==> config.mk <==
export PLATFORM = sky130hd
export DESIGN_NAME = tmr_chan
export DESIGN_NICKNAME = d
export VERILOG_FILES = /design/src/rtl/tmr_pkg.sv /design/src/rtl/tmr_edge.sv /design/src/rtl/tmr_greg.sv /design/src/rtl/tmr_clr_sel.sv /design/src/rtl/tmr_chan.sv
export SDC_FILE = /design/constraint.sdc
export NUM_CORES = 1
export LEC_CHECK = 0
export BUFFER_PORTS_ARGS = -buffer_cell sky130_fd_sc_hd__buf_2
export CORE_UTILIZATION = 50
export CTS_BUF_LIST = sky130_fd_sc_hd__clkbuf_16
export DETAILED_ROUTE_END_ITERATION = 8
export PLACE_DENSITY = 0.72
export SYNTH_ARGS = -nofsm -noshare
export SYNTH_HDL_FRONTEND = slang
export SYNTH_HIERARCHICAL = 1
export SYNTH_SLANG_ARGS = --single-unit
==> constraint.sdc <==
create_clock -name clk -period 7.1 [get_ports clk]
set_input_delay 1.42 -clock clk [delete_from_list [all_inputs] [get_ports clk]]
set_output_delay 1.42 -clock clk [all_outputs]
set_load 0.005 [all_outputs]
==> src/rtl/tmr_pkg.sv <==
`timescale 1ns/1ps
package tmr_pkg;

  typedef enum logic [2:0] {
    A_CTRL = 3'd0,
    A_MODE = 3'd1,
    A_CNT  = 3'd2,
    A_STAT = 3'd3,
    A_GRA  = 3'd4,
    A_GRB  = 3'd5,
    A_GRC  = 3'd6,
    A_GRD  = 3'd7
  } reg_addr_e;

  typedef struct packed {
    logic       sync_en;
    logic [1:0] edge_sel;
    logic [2:0] clr_sel;
  } ctl_t;

  typedef struct packed {
    logic       buf_d;
    logic       buf_c;
    logic       cap_fall;
    logic [3:0] cap_mode;
  } mode_t;

endpackage

==> src/rtl/tmr_edge.sv <==
`timescale 1ns/1ps
module tmr_edge (
  input  logic       clk,
  input  logic       rst_n,
  input  logic       sig,
  input  logic [1:0] sel,
  output logic       evt
);
  logic prev_q;
  logic rise, fall;

  always_ff @(posedge clk or negedge rst_n) begin
    if (!rst_n) prev_q <= 1'b0;
    else        prev_q <= sig;
  end

  always_comb begin
    rise = sig & ~prev_q;
    fall = ~sig & prev_q;
    if (sel[1])      evt = rise | fall;
    else if (sel[0]) evt = fall;
    else             evt = rise;
  end


  evt_change_chk: assert property (@(posedge clk) disable iff (!rst_n)
    evt |-> (sig != prev_q));

endmodule

==> src/rtl/tmr_greg.sv <==
`timescale 1ns/1ps
module tmr_greg #(
  parameter int CW = 16
) (
  input  logic          clk,
  input  logic          rst_n,
  input  logic          wr_en,
  input  logic [CW-1:0] wr_data,
  input  logic [CW-1:0] cnt,
  input  logic          tick,
  input  logic          cap_evt,
  input  logic          cap_mode,
  input  logic          blocked,
  output logic [CW-1:0] val,
  output logic          match,
  output logic          cap
);
  logic [CW-1:0] val_q, val_d;

  assign cap   = cap_mode & cap_evt & ~blocked;
  assign match = ~cap_mode & ~blocked & tick & (cnt == val_q);

  always_comb begin
    val_d = val_q;
    if (cap)        val_d = cnt;
    else if (wr_en) val_d = wr_data;
  end

  always_ff @(posedge clk or negedge rst_n) begin
    if (!rst_n) val_q <= '0;
    else        val_q <= val_d;
  end

  assign val = val_q;


  cap_load_chk: assert property (@(posedge clk) disable iff (!rst_n)
    cap |=> (val_q == $past(cnt)));

endmodule

==> src/rtl/tmr_clr_sel.sv <==
`timescale 1ns/1ps
module tmr_clr_sel #(
  parameter bit REDUCED = 1'b0
) (
  input  logic [2:0] sel,
  input  logic [3:0] gr_match,
  input  logic [3:0] gr_cap,
  input  logic       sync_req,
  output logic       clr_match,
  output logic       clr_cap,
  output logic       clr_sync
);
  logic [2:0] sel_eff;

  always_comb begin
    sel_eff   = REDUCED ? {1'b0, sel[1:0]} : sel;
    clr_match = 1'b0;
    clr_cap   = 1'b0;
    clr_sync  = 1'b0;
    case (sel_eff)
      3'b001: begin clr_match = gr_match[0]; clr_cap = gr_cap[0]; end
      3'b010: begin clr_match = gr_match[1]; clr_cap = REDUCED & gr_cap[1]; end
      3'b101: begin clr_match = gr_match[2]; clr_cap = gr_cap[2]; end
      3'b110: clr_match = gr_match[3];
      3'b011, 3'b111: clr_sync = sync_req;
      default: ;
    endcase
  end

endmodule

==> src/rtl/tmr_chan.sv <==
`timescale 1ns/1ps
module tmr_chan
  import tmr_pkg::*;
#(
  parameter int CW      = 16,
  parameter bit REDUCED = 1'b0
) (
  input  logic          clk,
  input  logic          rst_n,
  input  logic          wr_en,
  input  logic [2:0]    wr_addr,
  input  logic [CW-1:0] wr_data,
  input  logic [2:0]    rd_addr,
  output logic [CW-1:0] rd_data,
  input  logic          cnt_in,
  input  logic [3:0]    cap_in,
  input  logic          sync_in,
  output logic          sync_out,
  output logic [3:0]    match_flag
);
  localparam int NGR    = 4;
  localparam int CTL_W  = $bits(ctl_t);
  localparam int MODE_W = $bits(mode_t);
  localparam logic [CW-1:0] ONE     = CW'(1);
  localparam logic [CW-1:0] CNT_MAX = '1;

  // reset synchronizer: asynchronous assert, synchronous release
  logic rst_m_q, rst_s_q, srst_n;
  always_ff @(posedge clk or negedge rst_n) begin
    if (!rst_n) {rst_s_q, rst_m_q} <= 2'b00;
    else        {rst_s_q, rst_m_q} <= {rst_m_q, 1'b1};
  end
  assign srst_n = rst_s_q;

  ctl_t          ctl_q, ctl_d;
  mode_t         mode_q, mode_d;
  logic [CW-1:0] cnt_q, cnt_d;
  logic          ovf_q, ovf_d, pend_q, pend_d, sync_q, sync_d;
  logic [NGR-1:0] flg_q, flg_d;

  logic wr_ctl, wr_mode, wr_cnt, wr_stat, tick, wrap;
  logic clr_match, clr_cap, clr_sync;
  logic [NGR-1:0] gr_match, gr_cap, cap_evt, wr_gr, blocked;
  logic [CW-1:0]  gr_val [NGR];

  assign wr_ctl  = wr_en && (wr_addr == A_CTRL);
  assign wr_mode = wr_en && (wr_addr == A_MODE);
  assign wr_cnt  = wr_en && (wr_addr == A_CNT);
  assign wr_stat = wr_en && (wr_addr == A_STAT);
  assign blocked = {mode_q.buf_d, mode_q.buf_c, 2'b00};

  tmr_edge u_cnt_edge (
    .clk(clk), .rst_n(srst_n), .sig(cnt_in), .sel(ctl_q.edge_sel), .evt(tick)
  );

  for (genvar i = 0; i < NGR; i++) begin : g_gr
    assign wr_gr[i] = wr_en && (wr_addr == 3'(32'(A_GRA) + i));

    tmr_edge u_cap_edge (
      .clk(clk), .rst_n(srst_n), .sig(cap_in[i]),
      .sel({1'b0, mode_q.cap_fall}), .evt(cap_evt[i])
    );

    tmr_greg #(.CW(CW)) u_gr (
      .clk(clk), .rst_n(srst_n), .wr_en(wr_gr[i]), .wr_data(wr_data),
      .cnt(cnt_q), .tick(tick), .cap_evt(cap_evt[i]),
      .cap_mode(mode_q.cap_mode[i]), .blocked(blocked[i]),
      .val(gr_val[i]), .match(gr_match[i]), .cap(gr_cap[i])
    );
  end

  tmr_clr_sel #(.REDUCED(REDUCED)) u_clr (
    .sel(ctl_q.clr_sel), .gr_match(gr_match), .gr_cap(gr_cap),
    .sync_req(sync_in & ctl_q.sync_en),
    .clr_match(clr_match), .clr_cap(clr_cap), .clr_sync(clr_sync)
  );

  // next-state logic
  always_comb begin
    ctl_d  = ctl_q;
    mode_d = mode_q;
    cnt_d  = cnt_q;
    pend_d = pend_q;
    ovf_d  = ovf_q;
    flg_d  = flg_q;
    wrap   = 1'b0;

    if (wr_ctl) begin
      ctl_d = ctl_t'(wr_data[CTL_W-1:0]);
      if (REDUCED) ctl_d.clr_sel[2] = 1'b0;
    end
    if (wr_mode) mode_d = mode_t'(wr_data[MODE_W-1:0]);

    if (tick && !wr_cnt)     pend_d = 1'b0;
    if (clr_cap || clr_sync) pend_d = 1'b1;

    if (wr_cnt) begin
      cnt_d = wr_data;
    end else if (tick) begin
      if (clr_match || pend_q) begin
        cnt_d = '0;
      end else begin
        cnt_d = cnt_q + ONE;
        wrap  = (cnt_q == CNT_MAX);
      end
    end

    if (wr_stat) begin
      ovf_d = ovf_q & wr_data[0];
      flg_d = flg_q & wr_data[NGR:1];
    end
    if (wrap) ovf_d = 1'b1;
    flg_d = flg_d | gr_match;

    sync_d = ctl_q.sync_en & (clr_match | clr_cap);
  end

  // state registers
  always_ff @(posedge clk or negedge srst_n) begin
    if (!srst_n) begin
      ctl_q  <= '0;
      mode_q <= '0;
      cnt_q  <= '0;
      pend_q <= 1'b0;
      ovf_q  <= 1'b0;
      flg_q  <= '0;
      sync_q <= 1'b0;
    end else begin
      ctl_q  <= ctl_d;
      mode_q <= mode_d;
      cnt_q  <= cnt_d;
      pend_q <= pend_d;
      ovf_q  <= ovf_d;
      flg_q  <= flg_d;
      sync_q <= sync_d;
    end
  end

  always_comb begin
    rd_data = '0;
    case (reg_addr_e'(rd_addr))
      A_CTRL:  rd_data[CTL_W-1:0]  = ctl_q;
      A_MODE:  rd_data[MODE_W-1:0] = mode_q;
      A_CNT:   rd_data             = cnt_q;
      A_STAT:  rd_data[NGR:0]      = {flg_q, ovf_q};
      default: rd_data             = gr_val[rd_addr[1:0]];
    endcase
  end

  assign sync_out   = sync_q;
  assign match_flag = flg_q;


  no_clear_chk: assert property (@(posedge clk) disable iff (!srst_n)
    (ctl_q.clr_sel[1:0] == 2'b00 && tick && !wr_cnt && !pend_q)
      |=> (cnt_q == $past(cnt_q) + ONE));


  ovf_sticky_chk: assert property (@(posedge clk) disable iff (!srst_n)
    (ovf_q && !(wr_stat && !wr_data[0])) |=> ovf_q);


  sync_out_chk: assert property (@(posedge clk) disable iff (!srst_n)
    sync_out |-> $past(ctl_q.sync_en));


  buf_silent_chk: assert property (@(posedge clk) disable iff (!srst_n)
    (mode_q.buf_c || mode_q.buf_d)
      |-> !((mode_q.buf_c && (gr_match[2] || gr_cap[2])) ||
            (mode_q.buf_d && (gr_match[3] || gr_cap[3]))));

  if (REDUCED) begin : g_red_chk

    resv_bit_chk: assert property (@(posedge clk) disable iff (!srst_n)
      (rd_addr == A_CTRL) |-> !rd_data[2]);
  end

endmodule

==> results by group <==
STA
  – Worst hold margin: 0.2317 ns
  – Highest clock rate: roughly 0.21 GHz
  – Relative slew slack: 14.21%
  – Slew Limit Fails: 0
  – Clock Skew: between 0.005 and 0.006 ns
  – RSZ-0062 raised after global routing: no
  – Final Hold Fails: 0
  – Final min period: around 4.7 ns
  – Setup TNS: 0 ns
  – Final setup viols: 0
  – Worst-Margin Slew: roughly 1.3 ns
  – Fin crit share: 66.65%

Detailed routing
  – DR pass1 iterations: 5
  – Detailed Route Iter0 Violations: 473
  – Via-to-Cell Ratio: 6.187
  – Remaining DRCs: 0
  – Drt total wl: 19.60 mm
  – Routed wire per std cell: 21.95 um
  – Antenna viol nets, final: 0
  – Total number of vias: 5525

Die
  – Total core area: 13350 sq um
  – Die width: around 120 um
  – Die Y: 119.7 um
  – Initial Utilization: 51.86%
  – Num rows: 42
  – Total I/O pin count: 52
  – Die area: between 10000 and 15000 sq um

Setup path
  – Reg2Reg Setup Slack: 3.64 ns
  – CP endpoint kind: output pin
  – Setup CP Type: in2out
  – Stages on worst setup path: 6
  – R2R cell count: 10
  – Worst EP arrival: about 3.3 ns
  – Slowest stage delay, CP: 0.63 ns
  – Critical path peak fanout: 14
  – CP cell instances: buf_2 > buf_4 > nor3b_1 > buf_4 > a22o_1 > buf_2
  – Worst path bufs/invs: 4
  – CP Launch Type: primary input
  – Critical path's slowest cell: nor3b_1
  – WP data required: 5.68 ns
  – CP top delay family: buffers and inverters

Power and ir drop
  – Max IR drop VDD: 141.4 uV
  – Gate power share: 36.3%
  – Sw Share: 41.48%
  – Sequential share of power: 45.0%
  – Power per cell area: roughly 370 nW/um^2
  – Leakage: 3.138 nW
  – Internal power: roughly 1.7 mW
  – Switch Pwr: 1.183 mW
  – Clk pwr share: 18.7%

CTS
  – H-tree levels: 3
  – Setup repair bufs after CTS: 0
  – TritonCTS clock tree: yes
  – Clock buffer count from CTS: 9
  – # hold bufs at CTS: 0
  – Clock buffer depth: 2
  – CTS clk-pin slew, worst paths: around 0.070 ns
  – Clock Latency Late Sink: 0.36 ns
  – Root buf cell: clkbuf_16
  – Clock sinks: around 110
  – Post_cts resized: 0

Synth
  – Yosys warnings: 6
  – Syn_area_per_cell: 10.33 sq um
  – Post-synthesis instance area: roughly 7000 sq um
  – Post-Synthesis Cells: 670

Place
  – IO Port Bufs: 51
  – Half-perimeter wire length after placement: 13.57 mm
  – Routability congestion estimate from global placement: 0.9077
  – Placement Cell Area: 7302 sq um

Final layout
  – Share of cells above drive strength 1: between 10% and 20%
  – Final Cell Area: 7610 sq um
  – Nets: 757
  – Antenna cell count: 0
  – Area grow syn2layout: 9.942%

Run status
  – Status: finished clean

Global route
  – Largest net degree at the start of global routing: 82
  – First-pass GRT wire length: 31.37 mm
  – Number of global-route vias before repair: 5563
  – GRT Resource Usage Total: 29.30%
  – Antenna violations before repair: 0
  – GR Overflow Total: 0

Hold path
  – Worst min-delay path class: reg2async

Flow run
  – Max-Cap Viols: 0
[flip-flops by register name (all words and copies together), names as in the netlist, 2 cells and up]
name / cells
blocked: 2
mode_q: 5
match_flag: 4
g_gr.u_cap_edge/prev_q: 4
cnt_q: 16
g_gr.u_gr/val: 64
ctl_q: 6
[worst register-to-register path, stage by stage (launching register included)]
cell and delay [ns]:
dfrtp_1 0.70, xor2_1 0.22, nor4_1 0.55, nand4_1 0.28
nor4_2 0.30, mux2i_1 0.16, o32ai_2 0.37, or3b_2 0.40
nor3_1 0.09, a22oi_1 0.16, o21ai_0 0.11
[cell usage in the layout, fill, tap and decap left out, types with 4 or more instances in the layout]
cell       instances
dfrtp_1          106
o311ai_0           4
nor2_1            83
nand3b_1           4
clkbuf_16          9
buf_4             12
o21ai_0           17
nand4_1            8
mux2_2            18
nand3_1            5
nor4_1            15
inv_1             19
a22o_1             9
nand2_1           16
a31oi_1            8
nand2b_1           5
xor2_1            64
conb_1             9
a21oi_1           78
buf_2             51
or4_1              6
ha_1              14
nor4_2             4
mux2i_1           80
nor4b_1            5
mux4_2            19
[through the flow]
stage          utilization, %  cells  worst slack, ns  power (mW)
2_1_floorplan               -    677            2.824       1.923
3_3_place_gp            54.71    877            2.512       2.242
3_5_place_dp            54.71    877            2.427       2.294
4_1_cts                 57.01    893            2.418       2.838
5_1_grt                 57.01    893            2.337       3.023
6_report                57.01    893            2.368       2.851
[final cells by class]
cell class,count,area [sq um]
sequential,107,2681
clock inverter,7,82.58
tap,176,220.2
inverter,19,71.32
timing repair buffer,63,345.3
fill,1135,5738
clock buffer,9,225.2
multi-input combinational,512,3984
[routing by layer]
metal	vias to the layer above	share of wire (%)	global-route usage (%)
met5	-	0	0
met4	0	3.7	15.31
met3	52	6.9	4.658
met2	252	48	45.70
met1	2721	42	39.41
li1	2500	-	-
[path summary, 6_finish.rpt]
kind,start,endpoint
max,rd_addr[1],rd_data[12]
min,rst_s_q,g_gr[3].u_gr/val[9]
max reg2reg,cnt_q[1],cnt_q[11]
min reg2reg,rst_s_q,g_gr[3].u_gr/val[9]
max in group asynchronous,rst_s_q,ctl_q[2]
min in group clk,rst_m_q,rst_s_q
[power groups by stage]
stage	Clock [mW]	Combinational, mW	Sequential (mW)
2_1_floorplan	0	0.768	1.15
3_3_place_gp	0	0.980	1.26
3_5_place_dp	0	1.01	1.28
4_1_cts	0.545	1.02	1.27
5_1_grt	0.567	1.13	1.33
6_report	0.534	1.04	1.28
(Power assumes the default switching activity.)
